`src/rtl/hwc_pkg.sv`:
```
package hwc_pkg;
  localparam int HWC_ADDR_W      = 3;
  localparam int HWC_DATA_W      = 16;
  localparam int HWC_SYNC_STAGES = 2;
endpackage

```
`src/rtl/hwc_sync.sv`:
```
module hwc_sync #(
  parameter int STAGES = 2
) (
  input  logic clk,
  input  logic rst,
  input  logic async_in,
  output logic sync_out
);
  logic [STAGES-1:0] chain_q;

  genvar s;
  generate
    for (s = 0; s < STAGES; s++) begin : g_stage
      if (s == 0) begin : g_first
        always_ff @(posedge clk) begin
          if (rst) chain_q[0] <= 1'b0;
          else     chain_q[0] <= async_in;
        end
      end else begin : g_next
        always_ff @(posedge clk) begin
          if (rst) chain_q[s] <= 1'b0;
          else     chain_q[s] <= chain_q[s-1];
        end
      end
    end
  endgenerate

  assign sync_out = chain_q[STAGES-1];
endmodule

```
`src/rtl/hwc_wr_decode.sv`:
```
module hwc_wr_decode #(
  parameter int ADDR_W = 3,
  localparam int NREGS = 1 << ADDR_W
) (
  input  logic              clk,
  input  logic              rst,
  input  logic              strobe_s,
  input  logic [ADDR_W-1:0] addr,
  output logic [NREGS-1:0]  we
);
  logic strobe_prev_q;
  logic fall;
  logic [NREGS-1:0] we_d;

  always_ff @(posedge clk) begin
    if (rst) strobe_prev_q <= 1'b0;
    else     strobe_prev_q <= strobe_s;
  end

  assign fall = strobe_prev_q & ~strobe_s;

  genvar i;
  generate
    for (i = 0; i < NREGS; i++) begin : g_dec
      assign we_d[i] = fall && (addr == ADDR_W'(i));
    end
  endgenerate

  always_ff @(posedge clk) begin
    if (rst) we <= '0;
    else     we <= we_d;
  end
endmodule

```
`src/rtl/hwc_regfile.sv`:
```
module hwc_regfile #(
  parameter int NREGS  = 8,
  parameter int DATA_W = 16
) (
  input  logic                          clk,
  input  logic                          rst,
  input  logic [NREGS-1:0]              we,
  input  logic [DATA_W-1:0]             wdata,
  output logic [NREGS-1:0][DATA_W-1:0]  regs
);
  genvar i;
  generate
    for (i = 0; i < NREGS; i++) begin : g_reg
      always_ff @(posedge clk) begin
        if (rst)        regs[i] <= '0;
        else if (we[i]) regs[i] <= wdata;
      end
    end
  endgenerate
endmodule

```
`src/rtl/hostwr_capture.sv`:
```
module hostwr_capture #(
  parameter int ADDR_W      = hwc_pkg::HWC_ADDR_W,
  parameter int DATA_W      = hwc_pkg::HWC_DATA_W,
  parameter int SYNC_STAGES = hwc_pkg::HWC_SYNC_STAGES
) (
  input  logic              clk,
  input  logic              rst,
  input  logic              host_wr_n,
  input  logic [ADDR_W-1:0] host_addr,
  input  logic [DATA_W-1:0] host_data,
  input  logic [ADDR_W-1:0] rd_addr,
  output logic [DATA_W-1:0] rd_data
);
  localparam int NREGS = 1 << ADDR_W;

  logic                         wr_sync;
  logic [NREGS-1:0]             we_q;
  logic [NREGS-1:0][DATA_W-1:0] regs;

  hwc_sync #(.STAGES(SYNC_STAGES)) u_sync (
    .clk(clk), .rst(rst), .async_in(host_wr_n), .sync_out(wr_sync)
  );

  hwc_wr_decode #(.ADDR_W(ADDR_W)) u_dec (
    .clk(clk), .rst(rst), .strobe_s(wr_sync), .addr(host_addr), .we(we_q)
  );

  hwc_regfile #(.NREGS(NREGS), .DATA_W(DATA_W)) u_rf (
    .clk(clk), .rst(rst), .we(we_q), .wdata(host_data), .regs(regs)
  );

  assign rd_data = regs[rd_addr];
endmodule

```
`config.mk`:
```
export PLATFORM = sky130hd
export DESIGN_NAME = hostwr_capture
export DESIGN_NICKNAME = d
export VERILOG_FILES = /design/src/rtl/hwc_pkg.sv /design/src/rtl/hwc_sync.sv /design/src/rtl/hwc_wr_decode.sv /design/src/rtl/hwc_regfile.sv /design/src/rtl/hostwr_capture.sv
export SDC_FILE = /design/constraint.sdc
export NUM_CORES = 1
export LEC_CHECK = 0
export BUFFER_PORTS_ARGS = -buffer_cell sky130_fd_sc_hd__buf_2
export CORE_MARGIN = 5
export CORE_UTILIZATION = 25
export DETAILED_ROUTE_END_ITERATION = 10
export PLACE_DENSITY = 0.41
export RECOVER_POWER = 100
export REMOVE_ABC_BUFFERS = 1
export SLEW_MARGIN = 20
export SYNTH_ARGS = -nofsm -noshare
export SYNTH_HDL_FRONTEND = slang
export SYNTH_SLANG_ARGS = --single-unit
```
`constraint.sdc`:
```
create_clock -name clk -period 2.83 [get_ports clk]
set_clock_uncertainty 0.1 [all_clocks]
set_input_delay 0.1415 -clock clk [delete_from_list [all_inputs] [get_ports clk]]
set_output_delay 0.1415 -clock clk [all_outputs]
set_load 0.005 [all_outputs]
```
* Yosys cells after proc, flatten, opt, wreduce, memory -nomap -nowiden *
Index checks and enable logic that the tools add are counted.
Widths: inputs -> output; s select.

storage, ports and cells
  word-level logic and storage cells = 33
  output and inout bits = 16
  flip-flop bits (word level) = 139
  input bits = 25

cells by class
  $lt $le $gt $ge = 1
  reductions and logical operators = 9
  bitwise operators = 2
  eq/ne operators = 7
  muxes and demuxes = 2

operators by type and width
  cell                count
  $bmux 16 s3         1
  $mux 16             1
  $eq 3x3->1 const B  4
  $logic_and 1x1->1   8
  $eq 3x2->1 const B  2
  $lt 3x4->1 const B  1
  $eq 3x1->1 const B  1
  $logic_not 3->1     1
  $and 1x1->1         1
  $not 1->1           1

* Longest topological paths before layout *
Gate-level depths: netlist (run 1).

  depth in word-level cells = 3
  gate-level depth with buffers = 4
  gate-level depth less buffers = 2

* By module *
Synthesis (run 1) repeated with hierarchy kept, for this count alone.

second synthesis, totals
  cell total of the unflattened synthesis = 513
  area, all modules = 6183.4 um2

by module, submodules not included
  module          cells an instance  area an instance (um2)  sequential area each (um2)  times used
  hwc_regfile     430                4787.1                  2562.5                      1
  hostwr_capture  57                 1071.0                  0.0                         1
  hwc_wr_decode   22                 272.8                   180.2                       1
  hwc_sync        4                  52.6                    40.0                        1

* Least setup slack after synthesis (run 1) *
No wires, ideal clock.

  kind = input to output
  start point = in rd_addr[2]
  end point = out rd_data[12]
  path slack = 1.351 ns
  buffers on the path = 2
  arrival = 1.238 ns
  stages on the path = 4
  data required time = 2.589 ns
  cells stage by stage = clkbuf_1 > clkbuf_1 > mux4_2 > mux2_2

between the ends
  cells in the longest elaborated chain, start to end = 2

RTL lines
  what                           line                  RTL
  start: declaration             hostwr_capture.sv:11  input logic [ADDR_W-1:0] rd_addr,
  $bmux 16 s3                    hostwr_capture.sv:32  assign rd_data = regs[rd_addr];
  $mux 16 (not written as such)  hostwr_capture.sv:32
  end: declaration               hostwr_capture.sv:12  output logic [DATA_W-1:0] rd_data

No other way between the ends. The select of a mux whose other input is x is not followed.

* Worst setup path after layout (run 1) *
  start point = in rd_addr[0]
  end point = out rd_data[0]

Same word-level chain as after synthesis.

==> results of run 1 <==
==> cell usage in the layout, fill, tap and decap left out, drive strengths merged <==
master,count
clkinv,3
dlygate4sd3,24
mux4,32
or4b,1
mux2,16
mux2i,128
clkinvlp,4
nor2,134
buf,36
dfxtp,139
clkbuf,37
nor3,2
nand2,1
bufinv,5
nor2b,3
nand2b,2
nand4bb,1
==> registers in the layout (all words and copies together), names as in the netlist <==
name                 cells
u_sync.sync_out          1
u_dec.we                 8
u_dec.strobe_prev_q      1
u_rf.regs              128
u_sync.chain_q           1
==> cells by family (layout without fill, tap and decap cells) <==
group | after synthesis | after routing | share of synthesized area (%)
muxes | 176 | 176 | 38.5
and+or+nand+nor | 144 | 144 | 9.67
buffers and inverters | 57 | 109 | 4.53
DFF | 139 | 139 | 47.3
==> path summary, 6_finish.rpt <==
kind / start / to / slack, ps / cells after the start
setup reg to reg: u_dec.we[6] / u_rf.regs[100] / 620 / 3
hold reg to reg: u_sync.chain_q[0] / u_sync.sync_out / 340 / 1
setup / recovery: rd_addr[0] / rd_data[0] / 530 / 5
hold / removal: u_sync.chain_q[0] / u_sync.sync_out / 340 / 1
==> metrics by stage <==
stage               hold slack (ps)  utilization (%)  setup slack, ps  cells
finish                          338             30.7              530    887
global route                    360             30.7              399    887
CTS                             345             31.0              656    887
detailed placement              261             27.2              662    831
global placement                254             27.2              672    831
floorplan                       113                -             1540    459
==> cell type report <==
cell class	count	area, sq um
tap	319	399
fill	2353	16200
timing repair buffer	77	513
clock buffer	20	447
multi-input combinational	320	2840
clock inverter	12	195
sequential	139	2780
==> repair_timing <==
action | in CTS | in global routing
hold buffers | 24 | 0
hold endpoints to repair | 129 | 0
resized for setup | 0 | 0
==> per-layer routing <==
metal	GRT usage, %	vias up	share of wire (%)
met5	0	-	0
met4	3.35	0	1.0
met3	3.38	11	3.5
met2	17.5	57	46
met1	15.8	1923	49
li1	-	1868	-
==> power breakdown <==
| part | switching (W) | internal (W) | total, W | leakage, nW |
|---|---|---|---|---|
| logic | 0.000106 | 0.0000700 | 0.000176 | 1.17 |
| clock network | 0.000834 | 0.00158 | 0.00242 | 0.302 |
| registers | 0.00000275 | 0.00196 | 0.00197 | 1.12 |
==> summary.txt, run 1 <==
type of the worst setup path: input pin to output port
final instance area: 0.00717 sq mm
die height: 163 microns
Final Cycle Share: 81.3%
Area after DPL: 0.00636 sq mm
dpl hpwl: 8640 microns
Core ar.: 0.0233 sq mm
DIE WIDTH: 163 microns
I/O pins: 41
worst-skew pair later-pin latency: 410 ps
Worst Setup Start Kind: input pin
DR DRC count: 0
nature of the critical path endpoint: output port
crit-path cells: clkbuf_2 -> clkbuf_2 -> mux4_1 -> mux2_2 -> clkbuf_1
most used cell, CP: clkbuf_2
final setup vio count: 0
cts bufs inserted: 17
library cells used by synthesis: 16
Post-synth EDFFs: 0
crit path max fanout: 15
Synth Flop Type: dfxtp_1
Pins Over Slew Limit: 102
CP arrival: 2060 ps
Buffers on Ports: 40
Seq/Total Area, Yosys: 47.3%
Final Hold Viols: 0
vias in the first global route: 3912
DIE AREA: 0.0267 sq mm
largest net degree at the start of global routing: 114
delay-heaviest family, CP: buffers and inverters
worst min-delay path class: flop to flop
WL/cell: 16.4 microns
worst stage delay on the critical path: 620 ps
fin crit period: 2300 ps
Worst Tran Pin Value: 1740 ps
leading area contributor after synthesis: dfxtp_1
drt first-iter violations: 217
DR vias: 3859
asr flop ratio synth: 0%
RSZ-0062 raised after global routing: false
share of cells above drive strength 1: 16.2%
Ant. Diodes: 0
initial antenna violation count: 0
CTS sink cnt: 139
Max clock buf depth: 2
GRT Total Usage: 11.5%
MaxCap Viol Count: 6
Placer Congestion: 0.683
Slowest-stage cell, CP: mux4_1
root buffer cell: clkbuf_16
ANT nets after route: 0
cell with the most instances after synthesis: dfxtp_1
status: finished with violations
Final TNS setup: 0 ps
Clock Pin Slew Worst Setup and Hold Paths: 60 ps
Post-Route WL: 14500 microns
violated checks: max-capacitance violations, max-slew violations
Overflow after GRT: 0
worst vdd ir: 0.370 mV
Post-Synthesis Cells: 516
Ys Warns: 0
H-tree levels: 4
Starting Density: 25.2%
Leak: 2.59 nW
CP required: 2590 ps
Fmax: 435 MHz
First-pass DRT Iterations: 4
first-pass GRT wire length: 23000 microns
total power draw: 0.00456 W
CP Buf/Inv Count: 3
Slew headroom: -16.3%
Area Overhead vs Synth: 21.9%
Syn Area/Cell: 11.4 sq um
Synth area leaders: dfxtp_1 47%, mux2i_1 22%, mux4_1 10%, nor2_1 8.5%, mux4_2 3.4%
Post-synth top cells: 139 x dfxtp_1, 134 x nor2_1, 128 x mux2i_1
share of the synthesized area in the top cell type: 47.3%
post-CTS setup repair buffer count: 0
Avg Vias per Cell: 4.35
P per Cell Area: 635 mW/mm^2
FP Rows: 56
fin nets: 580
CTS tree: done
#FFs+latches synth: 139
Cell Area, Synth: 0.00589 sq mm
Note: power is estimated with default switching activity, not from simulation.
==> run 2, diff against run 1 <==
==> constraint.sdc (replaced) <==
create_clock -name clk -period 2.15 [get_ports clk]
set_clock_uncertainty 0.1 [all_clocks]
set_input_delay 0.1075 -clock clk [delete_from_list [all_inputs] [get_ports clk]]
set_output_delay 0.1075 -clock clk [all_outputs]
set_load 0.005 [all_outputs]
==> run 2 against run 1 <==
The run now ends clean. Global-route usage down 0.33 points. Non-clock buffer count is 2 higher. Combinational power rose by 36%. Critical path depth unchanged. First-iteration DRC count shrank 33%. Sequential share of layout area is 0.068 points lower. Sequential power up 31%. Clock power is 25% higher. Cell count grew 0.23%. Via count fell by 0.10%. Register-to-register slack lost 510 ps. Setup slack worse by 450 ps. Highest routed layer unchanged.
==> summary.txt, run 2 (same netlist as run 1, synthesis figures left out) <==
status: finished clean
drt first-iter violations: 146 (-33%)
Ant. Diodes: 0 (unchanged)
fin nets: 582 (+0.34%)
most frequent cells in the layout: 139 x dfxtp_1, 134 x nor2_1, 128 x mux2i_1
dpl hpwl: 8660 microns (+0.20%)
DIE AREA: 0.0267 sq mm (unchanged)
Leak: 2.61 nW (+0.83%)
number of flip-flops in the largest register: 128 (unchanged)
fin crit period: 2070 ps
commonest non-fill, non-tap cell in the layout: dfxtp_1
Area Overhead vs Synth: 22.1%
CTS Hold Buffers Added: 23 (-4.2%)
Placer Congestion: 0.671 (-1.7%)
crit path max fanout: 28 (+13)
Clock power frac: 51.7% (-1.3 points)
Worst Setup Start Kind: input pin
Int Pwr: 0.00466 W (+29%)
Fmax: 483 MHz
Worst Tran Pin Value: 1050 ps (-690 ps)
die height: 163 microns (unchanged)
final setup vio count: 0 (unchanged)
Pins Over Slew Limit: 0 (-100%)
Logic pwr share: 4.1% (+0.2 points)
initial antenna violation count: 0 (unchanged)
root buffer cell: clkbuf_16
Final Hold Viols: 0 (unchanged)
largest registers: u_rf.regs (128), u_dec.we (8)
Clock Pin Slew Worst Setup and Hold Paths: 60 ps (about the same)
vias in the first global route: 3936 (+0.61%)
share of cells above drive strength 1: 16.7% (+0.47 points)
first-pass GRT wire length: 22500 microns (-2.0%)
DR DRC count: 0 (unchanged)
WL/cell: 16.1 microns (-1.7%)
total power draw: 0.00585 W (+28%)
CTS tree: done
worst min-delay path class: input pin to flop
ANT nets after route: 0 (unchanged)
H-tree levels: 4 (unchanged)
worst reg2reg setup slack: 110 ps (-510 ps)
MaxCap Viol Count: 0 (-6)
CP arrival: 2330 ps (+270 ps)
I/O pins: 41 (unchanged)
RSZ-0062 raised after global routing: false
largest net degree at the start of global routing: 55 (-52%)
Starting Density: 25.2% (unchanged)
P per Cell Area: 814 mW/mm^2 (+28%)
cts bufs inserted: 17 (unchanged)
DR vias: 3855 (-0.10%)
Buffers on Ports: 40 (unchanged)
sw frac: 20.4% (-0.29 points)
CTS sink cnt: 139 (unchanged)
worst vdd ir: 0.493 mV (+33%)
DIE WIDTH: 163 microns (unchanged)
Overflow after GRT: 0 (unchanged)
Final Cycle Share: 96.2%
Avg Vias per Cell: 4.34 (-0.33%)
power share of the sequential group: 44.2% (+1.1 points)
largest register by flop count: u_rf.regs
post-CTS setup repair buffer count: 0 (unchanged)
Final TNS setup: 0 ps (unchanged)
nature of the critical path endpoint: flop
Core ar.: 0.0233 sq mm (unchanged)
CP required: 2410 ps (-180 ps)
type of the worst setup path: input pin to flop
number of gates resized after CTS: 0 (unchanged)
Max clock buf depth: 2 (unchanged)
net switching power: 0.00119 W (+27%)
Slew headroom: 29.7% (+46 points)
Post-Route WL: 14300 microns (-1.5%)
worst-skew pair later-pin latency: 410 ps (about the same)
First-pass DRT Iterations: 5 (+1)
FP Rows: 56 (unchanged)
GRT Total Usage: 11.1% (-0.33 points)
[run 2: changes by cell type in the layout (fill, tap and decap cells not counted), sizes merged]
cell and change:
bufinv -2, clkinvlp -4, clkinv +1, dlygate4sd3 -1, buf +1, clkbuf +7
[run 2: critical path: stages]
cell and delay [ps]:
dlygate4sd3_1 540, buf_4 250, or4b_2 710, nor3_1 150, dlygate4sd3_1 560
[run 2: power groups by stage]
stage / sequential [W] / clock (W) / combinational, W
after floorplan: 0.00264 / 0 / 0.0000497
after detailed placement: 0.00264 / 0 / 0.000216
after global placement: 0.00264 / 0 / 0.000215
after global routing: 0.00259 / 0.00324 / 0.000262
after CTS: 0.00259 / 0.00312 / 0.000248
final: 0.00259 / 0.00302 / 0.000240
[run 2: per-layer routing]
layer	track usage [%]	part of all wire [%]	up-vias
met1	14.7	49	1903
met3	2.90	3.0	21
li1	-	-	1881
met4	3.70	1.5	0
met5	0	0	-
met2	17.8	46	50
[run 2: worst paths after layout]
path	from	endpoint	cells past startpoint
worst max-delay path	rst	u_dec.we[0]	5
worst min-delay path	host_wr_n	u_sync.chain_q[0]	3
worst max register to register	u_dec.we[2]	u_rf.regs[33]	3
worst min register to register	u_sync.chain_q[0]	u_sync.sync_out	1
[run 2: layout make-up]
type	instances	area, sq um
repair buffers	79	552
fillers	2365	16100
flip-flops and latches	139	2780
multi-input cells	320	2840
clock buffers	25	505
well taps	319	399
clock inverters	7	110
[run 2: stage by stage]
step / setup slack (ps) / hold WS, ps / instances / utilization [%] / cell area (sq um)
CTS: 79.0 / 324 / 889 / 31.1 / 7260
detailed placement: 409 / 230 / 834 / 27.5 / 6420
global placement: 418 / 228 / 834 / 27.5 / 6420
floorplan: 858 / 79.1 / 459 / - / 5620
global route: 18.4 / 331 / 889 / 30.8 / 7190
finish: 81.0 / 335 / 889 / 30.8 / 7190
==> run 3, diff against run 2 <==
--- a/config.mk
+++ b/config.mk
@@ -5,6 +5,7 @@
 export SDC_FILE = /design/constraint.sdc
 export NUM_CORES = 1
 export LEC_CHECK = 0
+export ABC_AREA = 1
 export BUFFER_PORTS_ARGS = -buffer_cell sky130_fd_sc_hd__buf_2
 export CORE_MARGIN = 5
 export CORE_UTILIZATION = 25
==> run 3 against run 2 <==
Flip-flop and latch count is the same. Critical endpoint is now rd_data[13]. Critical path depth is 4 higher. Worst hold slack got worse by 30 ps. Largest power group unchanged. Global-route usage increased by 1.9 points. Core utilization is 0.55 points lower. Design area up 1.8%. Total power decreased by 1.8%. Combinational power is 91% higher. Cell count grew 43%. Routed wire length increased by 23%. Register-to-register slack better by 650 ps.
==> summary.txt, run 3 <==
pre-CTS WS: 589 ps (+180 ps)
Starting Density: 25.3% (+0.061 points)
Slowest-stage cell, CP: inv_1
cell with the most instances after synthesis: nand2_1
CTS sink cnt: 139 (unchanged)
crit-path cells: clkbuf_1 -> inv_1 -> buf_4 -> nand2_1 -> nand3_1 -> nand2_1 -> nand2_1 -> nand2_1 -> buf_2
fin nets: 955 (+64%)
share of cells above drive strength 1: 7.74% (-8.9 points)
MaxCap Viol Count: 0 (unchanged)
Seq/Total Area, Yosys: 45.5% (-1.8 points)
final instance area: 0.00731 sq mm (+1.8%)
Final Hold Viols: 0 (unchanged)
fin crit period: 1820 ps (-251 ps)
worst setup margin: 332 ps (+251 ps)
drt first-iter violations: 232 (+59%)
Final TNS setup: 0 ps (unchanged)
status: finished clean
Max clock buf depth: 2 (unchanged)
share of the synthesized area in the top cell type: 45.5% (-1.8 points)
worst vdd ir: 0.595 mV (+21%)
delay-heaviest family, CP: buffers and inverters
hold_ws: 305 ps (-29.5 ps)
dpl hpwl: 9560 microns (+10%)
type of the worst setup path: input pin to output port
Post-synth EDFFs: 0 (unchanged)
FP Rows: 57 (+1.8%)
Placer Congestion: 0.721 (+7.4%)
Post-Synthesis Cells: 892 (+73%)
Clock Pin Slew Worst Setup and Hold Paths: 60 ps (about the same)
worst stage delay on the critical path: 570 ps (-140 ps)
worst min-delay path class: flop to flop
P per Cell Area: 785 mW/mm^2 (-3.5%)
asr flop ratio synth: 0% (unchanged)
CTS Hold Buffers Added: 24 (+4.3%)
Synth Flop Type: dfxtp_1
First-pass DRT Iterations: 4 (-1)
CP arrival: 1610 ps (-720 ps)
cts bufs inserted: 17 (unchanged)
GRT Total Usage: 13.0% (+1.9 points)
leading area contributor after synthesis: dfxtp_1
Final Cycle Share: 84.6% (-12 points)
CTS tree: done
largest net degree at the start of global routing: 128 (+130%)
Avg Vias per Cell: 4.24 (-2.2%)
Post-Route WL: 17600 microns (+23%)
Worst Tran Pin Value: 883 ps (-170 ps)
Pins Over Slew Limit: 0 (unchanged)
DIE WIDTH: 166 microns (+1.8%)
most used cell, CP: nand2_1
Worst Setup Start Kind: input pin
Slew headroom: 41.1% (+11 points)
Syn Area/Cell: 6.85 sq um (-40%)
root buffer cell: clkbuf_16
initial antenna violation count: 1 (+1)
CP Buf/Inv Count: 4 (+1)
CP required: 1940 ps (-470 ps)
commonest non-fill, non-tap cell in the layout: nand2_1
Leak: 3.07 nW (+18%)
number of gates resized after CTS: 0 (unchanged)
RSZ-0062 raised after global routing: false
Area after DPL: 0.00656 sq mm (+2.2%)
#FFs+latches synth: 139 (unchanged)
crit path max fanout: 20 (-29%)
Synth area leaders: dfxtp_1 46%, nand2_1 13%, a21oi_1 10%, o21ai_0 10%, inv_1 8.8%
dpl cells: 1211 (+45%)
worst-skew pair later-pin latency: 420 ps (about the same)
Post-synth top cells: 212 x nand2_1, 144 x inv_1, 139 x dfxtp_1
vias in the first global route: 5198 (+32%)
Area Overhead vs Synth: 19.6%
WL/cell: 13.9 microns (-14%)
Overflow after GRT: 0 (unchanged)
post-CTS setup repair buffer count: 0 (unchanged)
DR vias: 5380 (+40%)
Buffers on Ports: 40 (unchanged)
library cells used by synthesis: 13 (-3)
nature of the critical path endpoint: output port
first-pass GRT wire length: 28700 microns (+28%)
most frequent cells in the layout: 212 x nand2_1, 146 x inv_1, 139 x dfxtp_1
I/O pins: 41 (unchanged)
Final Non-Filler Cells: 1269 (+43%)
H-tree levels: 4 (unchanged)
DIE AREA: 0.0277 sq mm (+3.6%)
Cell Area, Synth: 0.00611 sq mm (+3.9%)
Fmax: 550 MHz (+14%)
Core ar.: 0.0242 sq mm (+3.6%)
ANT nets after route: 0 (unchanged)
largest registers: u_rf.regs (128), u_dec.we (8)
die height: 166 microns (+1.8%)
Ys Warns: 0 (unchanged)
DR DRC count: 0 (unchanged)
final setup vio count: 0 (unchanged)
number of flip-flops in the largest register: 128 (unchanged)
largest register by flop count: u_rf.regs
run 3: changes by cell type in the layout (fill, tap and decap cells not counted), sizes merged, moves of 32 or more:
| cell | delta |
|---|---|
| a21oi | +128 |
| o21ai | +128 |
| nand2 | +211 |
| mux4 | -32 |
| nand3 | +65 |
| nor2 | -122 |
| inv | +146 |
| mux2i | -128 |
run 3: cells by family after synthesis:
family          Yosys count  synth area share [%]
buf+inv                 207                  14.3
flops                   139                  45.5
simple gates            290                  19.2
compound gates          256                  21.0
run 3: cell type report:
type,count,area (sq um)
fill,2718,16900
sequential,139,2780
multi-input combinational,546,2450
timing repair buffer,80,587
inverter,146,548
clock buffer,23,458
tap,324,405
clock inverter,9,72.6
antenna,2,5.00
run 3: per-stage QoR:
step / power [W] / util, %
finish: 0.00574 / 30.2
detailed placement: 0.00309 / 27.1
global placement: 0.00309 / 27.1
global route: 0.00601 / 30.2
CTS: 0.00584 / 30.3
floorplan: 0.00287 / -
run 3: tightest hold or removal path: stages, from the launching register on:
cell and delay (ps):
dfxtp_1 290, inv_1 40, nor2_1 30
run 3: worst paths after layout:
path         cells after the start              end               from  slack [ps]
max reg2reg                      4    u_rf.regs[46]        u_dec.we[2]         760
min                              2  u_sync.sync_out  u_sync.chain_q[0]         310
min reg2reg                      2  u_sync.sync_out  u_sync.chain_q[0]         310
max                              9      rd_data[13]         rd_addr[0]         330
run 3: report_power, final:
part           switching [W]  internal [W]
Clock                0.00109       0.00160
Sequential        0.00000280       0.00259
Combinational       0.000293      0.000165
run 3: layer usage:
layer  vias up  wire length, microns  GRT usage [%]
met4         0                   199           3.52
met5         -                     0              0
li1       2913                     -              -
met3        12                   413           3.05
met2        52                  8060           20.5
met1      2403                  8950           17.8
